### src/rtl/vlsched_pkg.sv
package vlsched_pkg;

    localparam int SUBS    = 4;
    localparam int SUB_W   = 2;
    localparam int EXP_W   = 3;
    localparam int MAX_EXP = 7;

    typedef enum logic [1:0] {
        PH_IDLE = 2'd0,
        PH_BUSY = 2'd1,
        PH_DROP = 2'd2
    } phase_t;

endpackage

### src/rtl/vl_gap_timer.sv
module vl_gap_timer
    import vlsched_pkg::*;
#(
    parameter int TICK_CYCLES = 100000
) (
    input  logic             clk,
    input  logic             rst_n,
    input  logic             load_i,
    input  logic [EXP_W-1:0] exp_i,
    output logic             zero_o
);

    localparam int CNT_W = $clog2(TICK_CYCLES * (1 << MAX_EXP) + 1);
    localparam logic [CNT_W-1:0] TICK_V = CNT_W'(TICK_CYCLES);

    logic [CNT_W-1:0] cnt_d, cnt_q;

    always_comb begin
        cnt_d = cnt_q;
        if (load_i) begin
            // Load gap-1 so the link is eligible again exactly one gap later.
            cnt_d = (TICK_V << exp_i) - 1'b1;
        end else if (cnt_q != '0) begin
            cnt_d = cnt_q - 1'b1;
        end
    end

    always_ff @(posedge clk) begin
        if (!rst_n) cnt_q <= '0;
        else        cnt_q <= cnt_d;
    end

    assign zero_o = (cnt_q == '0);

    a_r4_load_when_expired: assert property (@(posedge clk) disable iff (!rst_n)
        load_i |-> zero_o);

    a_r4_countdown: assert property (@(posedge clk) disable iff (!rst_n)
        (!zero_o && !load_i) |=> (cnt_q == $past(cnt_q) - 1'b1));

endmodule

### src/rtl/vl_sub_picker.sv
module vl_sub_picker
    import vlsched_pkg::*;
(
    input  logic             clk,
    input  logic             rst_n,
    input  logic [SUBS-1:0]  pend_i,
    input  logic             adv_i,
    input  logic [SUB_W-1:0] adv_sub_i,
    output logic             any_o,
    output logic [SUB_W-1:0] sel_o
);

    logic [SUB_W-1:0] ptr_d, ptr_q;

    always_comb begin
        any_o = 1'b0;
        sel_o = ptr_q;
        // Descending scan: the smallest offset from the pointer wins.
        for (int k = SUBS - 1; k >= 0; k--) begin
            if (pend_i[SUB_W'(ptr_q + SUB_W'(k))]) begin
                any_o = 1'b1;
                sel_o = SUB_W'(ptr_q + SUB_W'(k));
            end
        end
        ptr_d = ptr_q;
        if (adv_i) ptr_d = SUB_W'(adv_sub_i + 1'b1);
    end

    always_ff @(posedge clk) begin
        if (!rst_n) ptr_q <= '0;
        else        ptr_q <= ptr_d;
    end

    a_r6_sel_pending: assert property (@(posedge clk) disable iff (!rst_n)
        any_o |-> pend_i[sel_o]);

    a_r6_adv_pending: assert property (@(posedge clk) disable iff (!rst_n)
        adv_i |-> pend_i[adv_sub_i]);

endmodule

### src/rtl/vl_budget_check.sv
module vl_budget_check
    import vlsched_pkg::*;
#(
    parameter int N_LINKS        = 8,
    parameter int LEN_W          = 11,
    parameter int BYTES_PER_TICK = 12500
) (
    input  logic                           clk,
    input  logic                           rst_n,
    input  logic [N_LINKS-1:0][EXP_W-1:0]  exp_i,
    input  logic [N_LINKS-1:0][LEN_W-1:0]  lmax_i,
    output logic                           over_o
);

    localparam int SUM_W = LEN_W + MAX_EXP + $clog2(N_LINKS) + 1;
    localparam int LIM_W = $clog2(BYTES_PER_TICK + 1) + MAX_EXP;
    localparam int ACC_W = (SUM_W > LIM_W) ? SUM_W : LIM_W;
    localparam logic [ACC_W-1:0] LIMIT = ACC_W'(BYTES_PER_TICK) << MAX_EXP;

    logic [ACC_W-1:0] sum;
    logic             over_d, over_q;

    always_comb begin
        sum = '0;
        // Each link books lmax bytes per 2^e ticks; scale to a 128-tick window.
        for (int l = 0; l < N_LINKS; l++) begin
            sum = sum + (ACC_W'(lmax_i[l]) << (EXP_W'(MAX_EXP) - exp_i[l]));
        end
        over_d = (sum > LIMIT);
    end

    always_ff @(posedge clk) begin
        if (!rst_n) over_q <= 1'b0;
        else        over_q <= over_d;
    end

    assign over_o = over_q;

endmodule

### src/rtl/vl_gap_sched.sv
module vl_gap_sched
    import vlsched_pkg::*;
#(
    parameter int N_LINKS        = 8,
    parameter int LEN_W          = 11,
    parameter int TICK_CYCLES    = 100000,
    parameter int DEF_LMAX       = 1518,
    parameter int BYTES_PER_TICK = 12500,
    localparam int IDX_W         = $clog2(N_LINKS)
) (
    input  logic                          clk,
    input  logic                          rst_n,
    input  logic [N_LINKS*SUBS-1:0]       pend_i,
    input  logic [N_LINKS*SUBS*LEN_W-1:0] flen_i,
    input  logic                          done_i,
    input  logic                          cfg_we_i,
    input  logic [IDX_W-1:0]              cfg_link_i,
    input  logic [EXP_W-1:0]              cfg_exp_i,
    input  logic [LEN_W-1:0]              cfg_lmax_i,
    output logic [N_LINKS-1:0]            grant_o,
    output logic [IDX_W-1:0]              grant_link_o,
    output logic [SUB_W-1:0]              grant_sub_o,
    output logic                          drop_o,
    output logic [IDX_W-1:0]              drop_link_o,
    output logic [SUB_W-1:0]              drop_sub_o,
    output logic                          over_budget_o
);

    typedef struct packed {
        phase_t                          ph;
        logic [N_LINKS-1:0]              grant;
        logic [IDX_W-1:0]                link;
        logic [SUB_W-1:0]                sub;
        logic                            drop;
        logic [IDX_W-1:0]                drop_link;
        logic [SUB_W-1:0]                drop_sub;
        logic [N_LINKS-1:0][EXP_W-1:0]   exp;
        logic [N_LINKS-1:0][LEN_W-1:0]   lmax;
    } sched_t;

    sched_t st_d, st_q;

    logic [N_LINKS-1:0] zero, any, load, adv;
    logic [N_LINKS-1:0] elig;
    logic [SUB_W-1:0]   sel_a [N_LINKS];
    logic [LEN_W-1:0]   len_a [N_LINKS][SUBS];

    logic               win_ok;
    logic [IDX_W-1:0]   win;
    logic [SUB_W-1:0]   win_sub;
    logic [LEN_W-1:0]   win_len;

    for (genvar l = 0; l < N_LINKS; l++) begin : g_link
        for (genvar s = 0; s < SUBS; s++) begin : g_sub
            assign len_a[l][s] = flen_i[(l*SUBS+s)*LEN_W +: LEN_W];
        end

        vl_gap_timer #(
            .TICK_CYCLES(TICK_CYCLES)
        ) u_timer (
            .clk    (clk),
            .rst_n  (rst_n),
            .load_i (load[l]),
            .exp_i  (st_q.exp[l]),
            .zero_o (zero[l])
        );

        vl_sub_picker u_pick (
            .clk       (clk),
            .rst_n     (rst_n),
            .pend_i    (pend_i[l*SUBS +: SUBS]),
            .adv_i     (adv[l]),
            .adv_sub_i (sel_a[l]),
            .any_o     (any[l]),
            .sel_o     (sel_a[l])
        );

        assign elig[l] = zero[l] & any[l];
    end

    vl_budget_check #(
        .N_LINKS        (N_LINKS),
        .LEN_W          (LEN_W),
        .BYTES_PER_TICK (BYTES_PER_TICK)
    ) u_budget (
        .clk    (clk),
        .rst_n  (rst_n),
        .exp_i  (st_q.exp),
        .lmax_i (st_q.lmax),
        .over_o (over_budget_o)
    );

    always_comb begin
        win_ok = 1'b0;
        win    = '0;
        for (int l = N_LINKS - 1; l >= 0; l--) begin
            if (elig[l]) begin
                win_ok = 1'b1;
                win    = IDX_W'(l);
            end
        end
        win_sub = sel_a[win];
        win_len = len_a[win][win_sub];
    end

    always_comb begin
        st_d      = st_q;
        st_d.drop = 1'b0;
        load      = '0;
        adv       = '0;

        if (cfg_we_i && (int'(cfg_link_i) < N_LINKS)) begin
            st_d.exp[cfg_link_i]  = cfg_exp_i;
            st_d.lmax[cfg_link_i] = cfg_lmax_i;
        end

        unique case (st_q.ph)
            PH_IDLE: begin
                if (win_ok) begin
                    adv[win] = 1'b1;
                    if (win_len > st_q.lmax[win]) begin
                        st_d.drop      = 1'b1;
                        st_d.drop_link = win;
                        st_d.drop_sub  = win_sub;
                        st_d.ph        = PH_DROP;
                    end else begin
                        st_d.grant      = '0;
                        st_d.grant[win] = 1'b1;
                        st_d.link       = win;
                        st_d.sub        = win_sub;
                        load[win]       = 1'b1;
                        st_d.ph         = PH_BUSY;
                    end
                end
            end
            PH_BUSY: begin
                if (done_i) begin
                    st_d.grant = '0;
                    st_d.ph    = PH_IDLE;
                end
            end
            PH_DROP: begin
                // One quiet cycle lets the queue pop the discarded frame.
                st_d.ph = PH_IDLE;
            end
            default: st_d.ph = PH_IDLE;
        endcase
    end

    always_ff @(posedge clk) begin
        if (!rst_n) begin
            st_q <= '0;
            for (int l = 0; l < N_LINKS; l++) begin
                st_q.lmax[l] <= LEN_W'(DEF_LMAX);
            end
        end else begin
            st_q <= st_d;
        end
    end

    assign grant_o      = st_q.grant;
    assign grant_link_o = st_q.link;
    assign grant_sub_o  = st_q.sub;
    assign drop_o       = st_q.drop;
    assign drop_link_o  = st_q.drop_link;
    assign drop_sub_o   = st_q.drop_sub;

    a_r2_onehot: assert property (@(posedge clk) disable iff (!rst_n)
        $onehot0(grant_o));

    a_r2_index: assert property (@(posedge clk) disable iff (!rst_n)
        (grant_o != '0) |-> grant_o[grant_link_o]);

    a_r2_hold: assert property (@(posedge clk) disable iff (!rst_n)
        (grant_o != '0 && !done_i) |=> $stable(grant_o));

    a_r2_release: assert property (@(posedge clk) disable iff (!rst_n)
        (grant_o != '0 && done_i) |=> (grant_o == '0));

    a_r5_drop_no_grant: assert property (@(posedge clk) disable iff (!rst_n)
        drop_o |-> (grant_o == '0));

    a_r5_drop_pulse: assert property (@(posedge clk) disable iff (!rst_n)
        drop_o |=> !drop_o);

    a_r4_grant_needs_expiry: assert property (@(posedge clk) disable iff (!rst_n)
        (load != '0) |-> ((load & zero) == load));

endmodule

### config.mk
export PLATFORM = sky130hd
export DESIGN_NAME = vl_gap_sched
export DESIGN_NICKNAME = d
export VERILOG_FILES = /design/src/rtl/vlsched_pkg.sv /design/src/rtl/vl_gap_timer.sv /design/src/rtl/vl_sub_picker.sv /design/src/rtl/vl_budget_check.sv /design/src/rtl/vl_gap_sched.sv
export SDC_FILE = /design/constraint.sdc
export NUM_CORES = 2
export LEC_CHECK = 0
export BUFFER_PORTS_ARGS = -buffer_cell sky130_fd_sc_hd__buf_2
export CAP_MARGIN = 10
export CORE_AREA = 8 8 242 244
export CTS_CLUSTER_DIAMETER = 60
export DETAILED_ROUTE_END_ITERATION = 16
export DIE_AREA = 0 0 250 252
export HOLD_SLACK_MARGIN = 0.03
export PLACE_DENSITY = 0.75
export SLEW_MARGIN = 15
export SYNTH_ARGS = -nofsm -noshare
export SYNTH_HDL_FRONTEND = slang
export SYNTH_SLANG_ARGS = --single-unit
export TNS_END_PERCENT = 5
### constraint.sdc
create_clock -name clk -period 9.18 [get_ports clk]
set_clock_uncertainty 0.05 [all_clocks]
set_input_delay 1.836 -clock clk [delete_from_list [all_inputs] [get_ports clk]]
set_output_delay 1.836 -clock clk [all_outputs]
set_load 0.01 [all_outputs]
# Word-level counts from Yosys, hierarchy flattened
# Index checks and enable logic that the tools add are counted.
# totals
regBits,342
word_cells,398
# op_classes
add_sub_neg,63
magnitude_cmp,40
n_eq_ne,4
shifts,16
mux,191
bitwise,11
reduce_logical,33
# op_table
op,count
two-way mux 24 bit,16
subtractor 24 x 1 -> 24 bit (second input constant),16
zero test 24 bit,8
nonzero test 24 bit,8
<< shifter 17 x 3 -> 24 bit (first input constant),8
<< shifter 11 x 3 -> 22 bit,8
adder 22 bit,7
binary-select mux 44 bit (select 3 bit),1
less-than comparator 2 x 3 -> 1 bit (second input constant),32
bitwise mux 88 bit,1
two-way mux 44 bit,2
two-way mux 1 bit,73
two-way mux 2 bit,35
binary-select mux 1 bit (select 2 bit),32
two-way mux 11 bit,4
two-way mux 8 bit,5
binary-select mux 11 bit (select 3 bit),1
demux 11 bit (select 3 bit),1
adder 2 x 1 -> 2 bit (second input constant),16
adder 2 bit (second input constant),16
two-way mux 3 bit,9
bitwise mux 24 bit,1
subtractor 3 bit (first input constant),8
binary-select mux 11 bit (select 2 bit),1
other kinds (27),49

# Logic depth before layout (Yosys ltp)
# depth
ltp_word,29
mapped_depth,28
mapped_depth_nobuf,22

# Cells and area by module
# Synthesis repeated with hierarchy kept, for this count alone.
# unflattened
cells_unflattened,4037
area_unflattened_um2,31677.9
# by_module_without_submodules
module,n_inst,cells_each,area_each_um2,seq_area_each_um2
vl_gap_timer (g_link[1].u_timer ...),6,217,1814.2,480.5
vl_gap_sched,1,1236,8807.2,2662.6
vl_budget_check,1,861,6985.4,20.0
vl_gap_timer (g_link[0].u_timer),1,229,1859.3,480.5
vl_gap_timer (g_link[7].u_timer),1,217,1809.2,480.5
vl_sub_picker,8,24,166.4,40.0

# Least setup slack after synthesis
# Ideal clock, no wire load.
# synth_timing
path_type,input to register
start,in pend_i[5]
end,reg g_link[3].u_timer.cnt_q[23]
arrival_time_ns,7.338
t_required_ns,8.998
setup_slack_ns,1.660
path_stages,22
path_cell_list,or4_1 > and4_1 > clkbuf_1 > nor4_1 > nand3_1 > clkbuf_1 > nor2_1 > clkbuf_1 > o2bb2ai_1 > a2111oi_0 > mux2i_1 > mux2_2 > ha_1 > a2111o_1 > o21ai_0 > a21oi_1 > or4_1 > a21oi_1 > nand3_1 > or2_1 > a2111oi_0 > nor3_1
# synth_via
elab_chain_len,22
elab_cells_between_ends,45
classes_between,order compare (3); mux (37); bitwise (3); reduce/logical (2)
# synth_rtl
item,line_no,text
start: declaration,vl_gap_sched.sv:13,"input logic [N_LINKS*SUBS-1:0] pend_i,"
binary-select mux 1 bit (select 2 bit),vl_sub_picker.sv:20,if (pend_i[SUB_W'(ptr_q + SUB_W'(k))]) begin
two-way mux 1 bit (implied by the code),vl_sub_picker.sv:20,
two-way mux 1 bit (4 in a row),vl_sub_picker.sv:20,
bitwise AND 1 bit,vl_gap_sched.sv:78,assign elig[l] = zero[l] & any[l];
two-way mux 3 bit (2 in a row),vl_gap_sched.sv:97,if (elig[l]) begin
NOT 3 -> 4 bit (implied by the code),"vl_gap_sched.sv:102, vl_gap_sched.sv:103",
binary-select mux 2 bit (select 3 bit),vl_gap_sched.sv:102,win_sub = sel_a[win];
two-way mux 2 bit (implied by the code) (2 in a row),vl_gap_sched.sv:102,
NOT 2 -> 3 bit (implied by the code),vl_gap_sched.sv:103,win_len = len_a[win][win_sub];
binary-select mux 11 bit (select 2 bit),vl_gap_sched.sv:103,
two-way mux 11 bit (implied by the code) (2 in a row),vl_gap_sched.sv:103,
greater-than comparator 11 bit,vl_gap_sched.sv:121,if (win_len > st_q.lmax[win]) begin
two-way mux 8 bit,vl_gap_sched.sv:121,
two-way mux 8 bit (*),vl_gap_sched.sv:119,if (win_ok) begin
two-way mux 8 bit (*),vl_gap_sched.sv:117,unique case (st_q.ph)
two-way mux 24 bit or nonzero test 2 bit (tied branches),--,
end signal: assignment,vl_gap_timer.sv:30,else cnt_q <= cnt_d;
end: declaration,vl_gap_timer.sv:16,"logic [CNT_W-1:0] cnt_d, cnt_q;"
# Mark *: on every way between the ends. The rest lies on a longest branch, timed or not. The select of a mux whose other input is x is not followed.
# A chain may end at the register's enable or synchronous reset.

# Worst setup path after layout
# layout_timing
start,in pend_i[5]
end,reg g_link[7].u_timer.cnt_q[18]
# layout_via
elab_chain_len,22
elab_cells_between_ends,45
classes_between,order compare (3); mux (37); bitwise (3); reduce/logical (2)
# layout_rtl
item,line_no
binary-select mux 1 bit (select 2 bit),vl_sub_picker.sv:20
two-way mux 1 bit (implied by the code),vl_sub_picker.sv:20
two-way mux 1 bit (4 in a row),vl_sub_picker.sv:20
bitwise AND 1 bit,vl_gap_sched.sv:78
two-way mux 3 bit (2 in a row),vl_gap_sched.sv:97
NOT 3 -> 4 bit (implied by the code),"vl_gap_sched.sv:102, vl_gap_sched.sv:103"
binary-select mux 2 bit (select 3 bit),vl_gap_sched.sv:102
two-way mux 2 bit (implied by the code) (2 in a row),vl_gap_sched.sv:102
NOT 2 -> 3 bit (implied by the code),vl_gap_sched.sv:103
binary-select mux 11 bit (select 2 bit),vl_gap_sched.sv:103
two-way mux 11 bit (implied by the code) (2 in a row),vl_gap_sched.sv:103
greater-than comparator 11 bit,vl_gap_sched.sv:121
two-way mux 8 bit,vl_gap_sched.sv:121
two-way mux 8 bit (*),vl_gap_sched.sv:119
two-way mux 8 bit (*),vl_gap_sched.sv:117
two-way mux 24 bit or nonzero test 2 bit (tied branches),--
end signal: assignment,vl_gap_timer.sv:30
end: declaration,vl_gap_timer.sv:16
# Marked as above.

==> results <==
- After detailed routing, the total wire length is 137000 µm.
- The initial antenna violation count is 14.
- In this run, placement finished with an instance count of 4841.
- The master cell of the clock root buffer is clkbuf_16.
- The routed length per placed instance is 27.8 µm.
- Ranked by total cell area, the synthesized netlist is headed by dfxtp_1 (24%), nand2_1 (7.9%), fa_1 (7.5%).
- Of the total synthesized cell area, the portion taken by AND, OR, NAND and NOR gates is 0.264.
- The number of nets produced by synthesis is 4435.
- dfxtp_1 takes more of the synthesized area than any other cell.
- The share of the synthesized netlist area taken by xor and xnor gates is 0.0403.
- The share of the yosys chip area belonging to registers is 0.238.
- The maximum achievable frequency is 118 MHz.
- The final estimated routing congestion in global placement is 1.11.
- The detailed router placed 32.2k vias in this run.
- For the worst setup path, the data arrival time is 8910 ps.
- The worst voltage drop across the vdd grid is 0.514 mV.
- The chip height is 252 µm.
- Of the post-synthesis cell area, the part taken by muxes is 0.0758.
- Of the cells placed in the final design, the portion with a size suffix greater than 1 is 0.175.
- nand2_1 is the most common cell in the netlist.
- For this run, the number of Yosys warnings is 0.
- The number of setup buffers added after CTS is 0.
- For this run, the number of standard cells in the final layout without fillers is 4928.
- From left edge to right edge, the die measures 250 µm.
- The worst setup path is captured at a flip-flop.
- In this run the critical register-to-register path is captured at g_link[7].u_timer.cnt_q[18].
- The clock-pin slew on the worst setup and hold paths is 60 ps.
- After layout, the minimum clock period comes to 8440 ps.
- Of the total synthesized cell area, the portion taken by full adders, half adders and majority gates is 0.116.
- The total clock buffers created by CTS is 44.
- The type of the worst min-delay path is reg -> reg.
- The share of the synthesized area in the top cell type is 0.238.
- Summing internal, switching and leakage power gives 16.2 mW.
- Counting flops and latches in the post-synthesis netlist gives 342.
- The main combinational cell family by area after synthesis is simple AND/OR/NAND/NOR gates.
- The capturing element of the worst setup path is g_link[7].u_timer.cnt_q[18].
- In this run the critical register-to-register path is launched from g_link[3].u_timer.cnt_q[12].
- The count of buffers from port buffering is 424.
- The half-perimeter wire length of the detailed placement result is 110000 µm.
- After global routing the overflow that remains totals 0.
- STA classifies the critical path startpoint as an input port.
- The iteration-0 DRC count of the detailed router is 4563.
- After routing, the total negative slack on setup checks comes to 0 ps.
- For the pin with the worst max-slew slack, the measured transition is 1100 ps.
- The post-route DRC violation count is 0.
- Setup violations remaining at the end of the flow were counted as 0.
- Counting instances in the post-synthesis netlist gives the leading cell types as nand2_1 (608), nor2_1 (394), dfxtp_1 (342).
- The TritonCTS clock tree is done.
- The complex-gate fraction of the synthesized area is 0.210.
- The count of cell types in the netlist is 90.
- Across every metal layer, demand over resource in global routing totals 0.413.
- The relative area change from synthesis to final layout is 16.0%.
- Along the worst hold path, the cell count comes to 1.
- The reported leakage power is 14.4 nW.
- The global-route wire length before repair is 198000 µm.
- The synthesized design contains 0 enable-type register cells.
- The first-pass detailed-route iteration total is 7.
- The number of cells on the worst reg-to-reg path is 24.
- The via-per-instance ratio is 6.52.
- The placeable core area is 54700 µm².
- The post-cts hold buffer count is 0.
- Entering global routing, the biggest net connects 134 pins.
- The synthesized instance count is 3827.
- The power per cell area is 486 nW/µm².
- The number of gates resized after cts is 0.
- The fraction of synthesis flops using an asynchronous set or reset pin is 0.
- The die covers 63000 µm².
- In this run the number of H-tree levels came out at 2.
- The post-synthesis area per instance is 7.51 µm².
- The initial utilization of the core area, before any placement, comes to 0.525.
- The critical path starts at pend_i[5].
- Counting along the longest clock path gives a buffer depth of 3.
- Final hold analysis gives a worst-case slack of 392 ps.
- The clock drives 342 sinks.
- The critical path class is in -> reg.
- The via count of the first global-routing pass is 29.6k.
- The register-to-register path setup slack is 1330 ps.
- Measured against its own limit, the worst slew margin works out to 0.259.
- The floorplan has 86 rows.
- The most used flip-flop cell after synthesis is dfxtp_1.
- The net count of the finished layout is 4791.
- The remaining antenna violation count is 0.
- Summing every instance area after synthesis gives 28700 µm².
- The final count of hold timing violations is 0.
- In this run the worst path has a maximum fanout of 21.
- The required arrival time at the worst endpoint is 9650 ps.
- The later pin in the worst-skew pair is clocked with a latency of 600 ps.
- In the finished design, the share of the clock period the worst path needs comes to 0.920.
- The number of primary I/O pins is 425.
- The tool flagged a number of max-cap violations equal to 0.
- Setup repair after global routing left no endpoint under its margin.
- The run finished with clean final reports.
- The final count of pins violating max slew is 0.
[cell families (layout without fill, tap and decap cells)]
kind of cell	after synthesis	count (layout)
AND/OR/NAND/NOR	1639	1639
other	0	9
adder cells (fa/ha/maj)	203	203
flip-flops	342	342
AO/OA/AOI/OAI	914	914
multiplexers	200	200
buffers and inverters	397	785
XOR/XNOR	132	132
[layout by cell type (no fill, tap or decap), types with 18 or more instances in the layout]
cell type,n
nand2_1,607
mux2_2,47
or4_1,21
or3_1,30
inv_1,154
buf_4,126
o21ai_0,120
buf_2,423
o22ai_1,64
nor4_1,59
a211oi_1,48
and3_1,20
nand3_1,156
xnor2_1,68
o221ai_1,24
nor2_1,394
a22oi_1,33
dfxtp_1,342
and2_1,38
fa_1,107
nor3_1,115
a21oi_1,271
nand4_1,35
a31oi_1,44
mux2i_1,142
clkbuf_16,44
o22a_1,21
xor2_1,64
ha_1,96
a21boi_0,59
nor2b_1,63
o211ai_1,18
[area by class of cell]
type                       instances  area (µm²)
antenna                            9        22.5
clock buffer                      62        1270
clock inverter                    16         239
fill                            5153       21400
inverter                         157         589
multi-input combinational       3088       20400
sequential                       342        6850
tap                              704         881
timing repair buffer             550        3080
[registers in the layout (all words and copies together), names as in the netlist]
signal	flops
drop_link_o	3
drop_o	1
drop_sub_o	2
g_link.u_pick.ptr_q	16
g_link.u_timer.cnt_q	192
grant_link_o	3
grant_o	8
grant_sub_o	2
st_q	114
u_budget.over_o	1
[worst min-delay path by stage]
stage,end,slack [ps],from
global route,g_link[0].u_timer.cnt_q[0],410,g_link[0].u_timer.cnt_q[0]
detailed placement,g_link[0].u_timer.cnt_q[0],380,g_link[0].u_timer.cnt_q[0]
global placement,g_link[0].u_timer.cnt_q[0],380,g_link[0].u_timer.cnt_q[0]
finish,g_link[0].u_timer.cnt_q[0],390,g_link[0].u_timer.cnt_q[0]
floorplan,g_link[0].u_timer.cnt_q[0],360,g_link[0].u_timer.cnt_q[0]
CTS,g_link[0].u_timer.cnt_q[0],390,g_link[0].u_timer.cnt_q[0]
[metrics by stage]
| stage | cell area (µm²) | utilization | setup WS [ps] |
|---|---|---|---|
| 4_1_cts | 33300 | 0.609 | 804 |
| 5_1_grt | 33300 | 0.609 | 331 |
| 6_report | 33300 | 0.609 | 738 |
| 2_1_floorplan | 28700 | - | 1660 |
| 3_3_place_gp | 31800 | 0.581 | 368 |
| 3_5_place_dp | 31800 | 0.581 | 210 |
[power by group]
part | internal, mW | total [mW] | switching, mW
sequential | 1.82 | 2.11 | 0.290
clock | 1.06 | 1.80 | 0.734
combinational | 4.32 | 12.3 | 7.97
total | 7.21 | 16.2 | 8.99
[layer usage]
layer / track usage / vias up / share of wire
met5: 0 / - / 0.00042
met4: 0.238 / 10 / 0.069
met3: 0.114 / 435 / 0.13
met2: 0.607 / 2203 / 0.42
met1: 0.542 / 15200 / 0.38
li1: - / 14300 / -
[critical path: stages]
cell	delay [ps]
buf_2	130
or4_1	730
nand4_1	360
nand3_1	210
o2111ai_4	810
nor2_1	430
a2111oi_0	550
mux2i_1	120
mux2_2	290
ha_1	320
a2111o_1	410
o21ai_0	430
a21oi_2	180
buf_4	220
nor4_1	680
nand2_1	290
nand2_1	170
nand2_1	260
buf_4	290
nor3_1	170
Power figures use the tool's default switching activity.
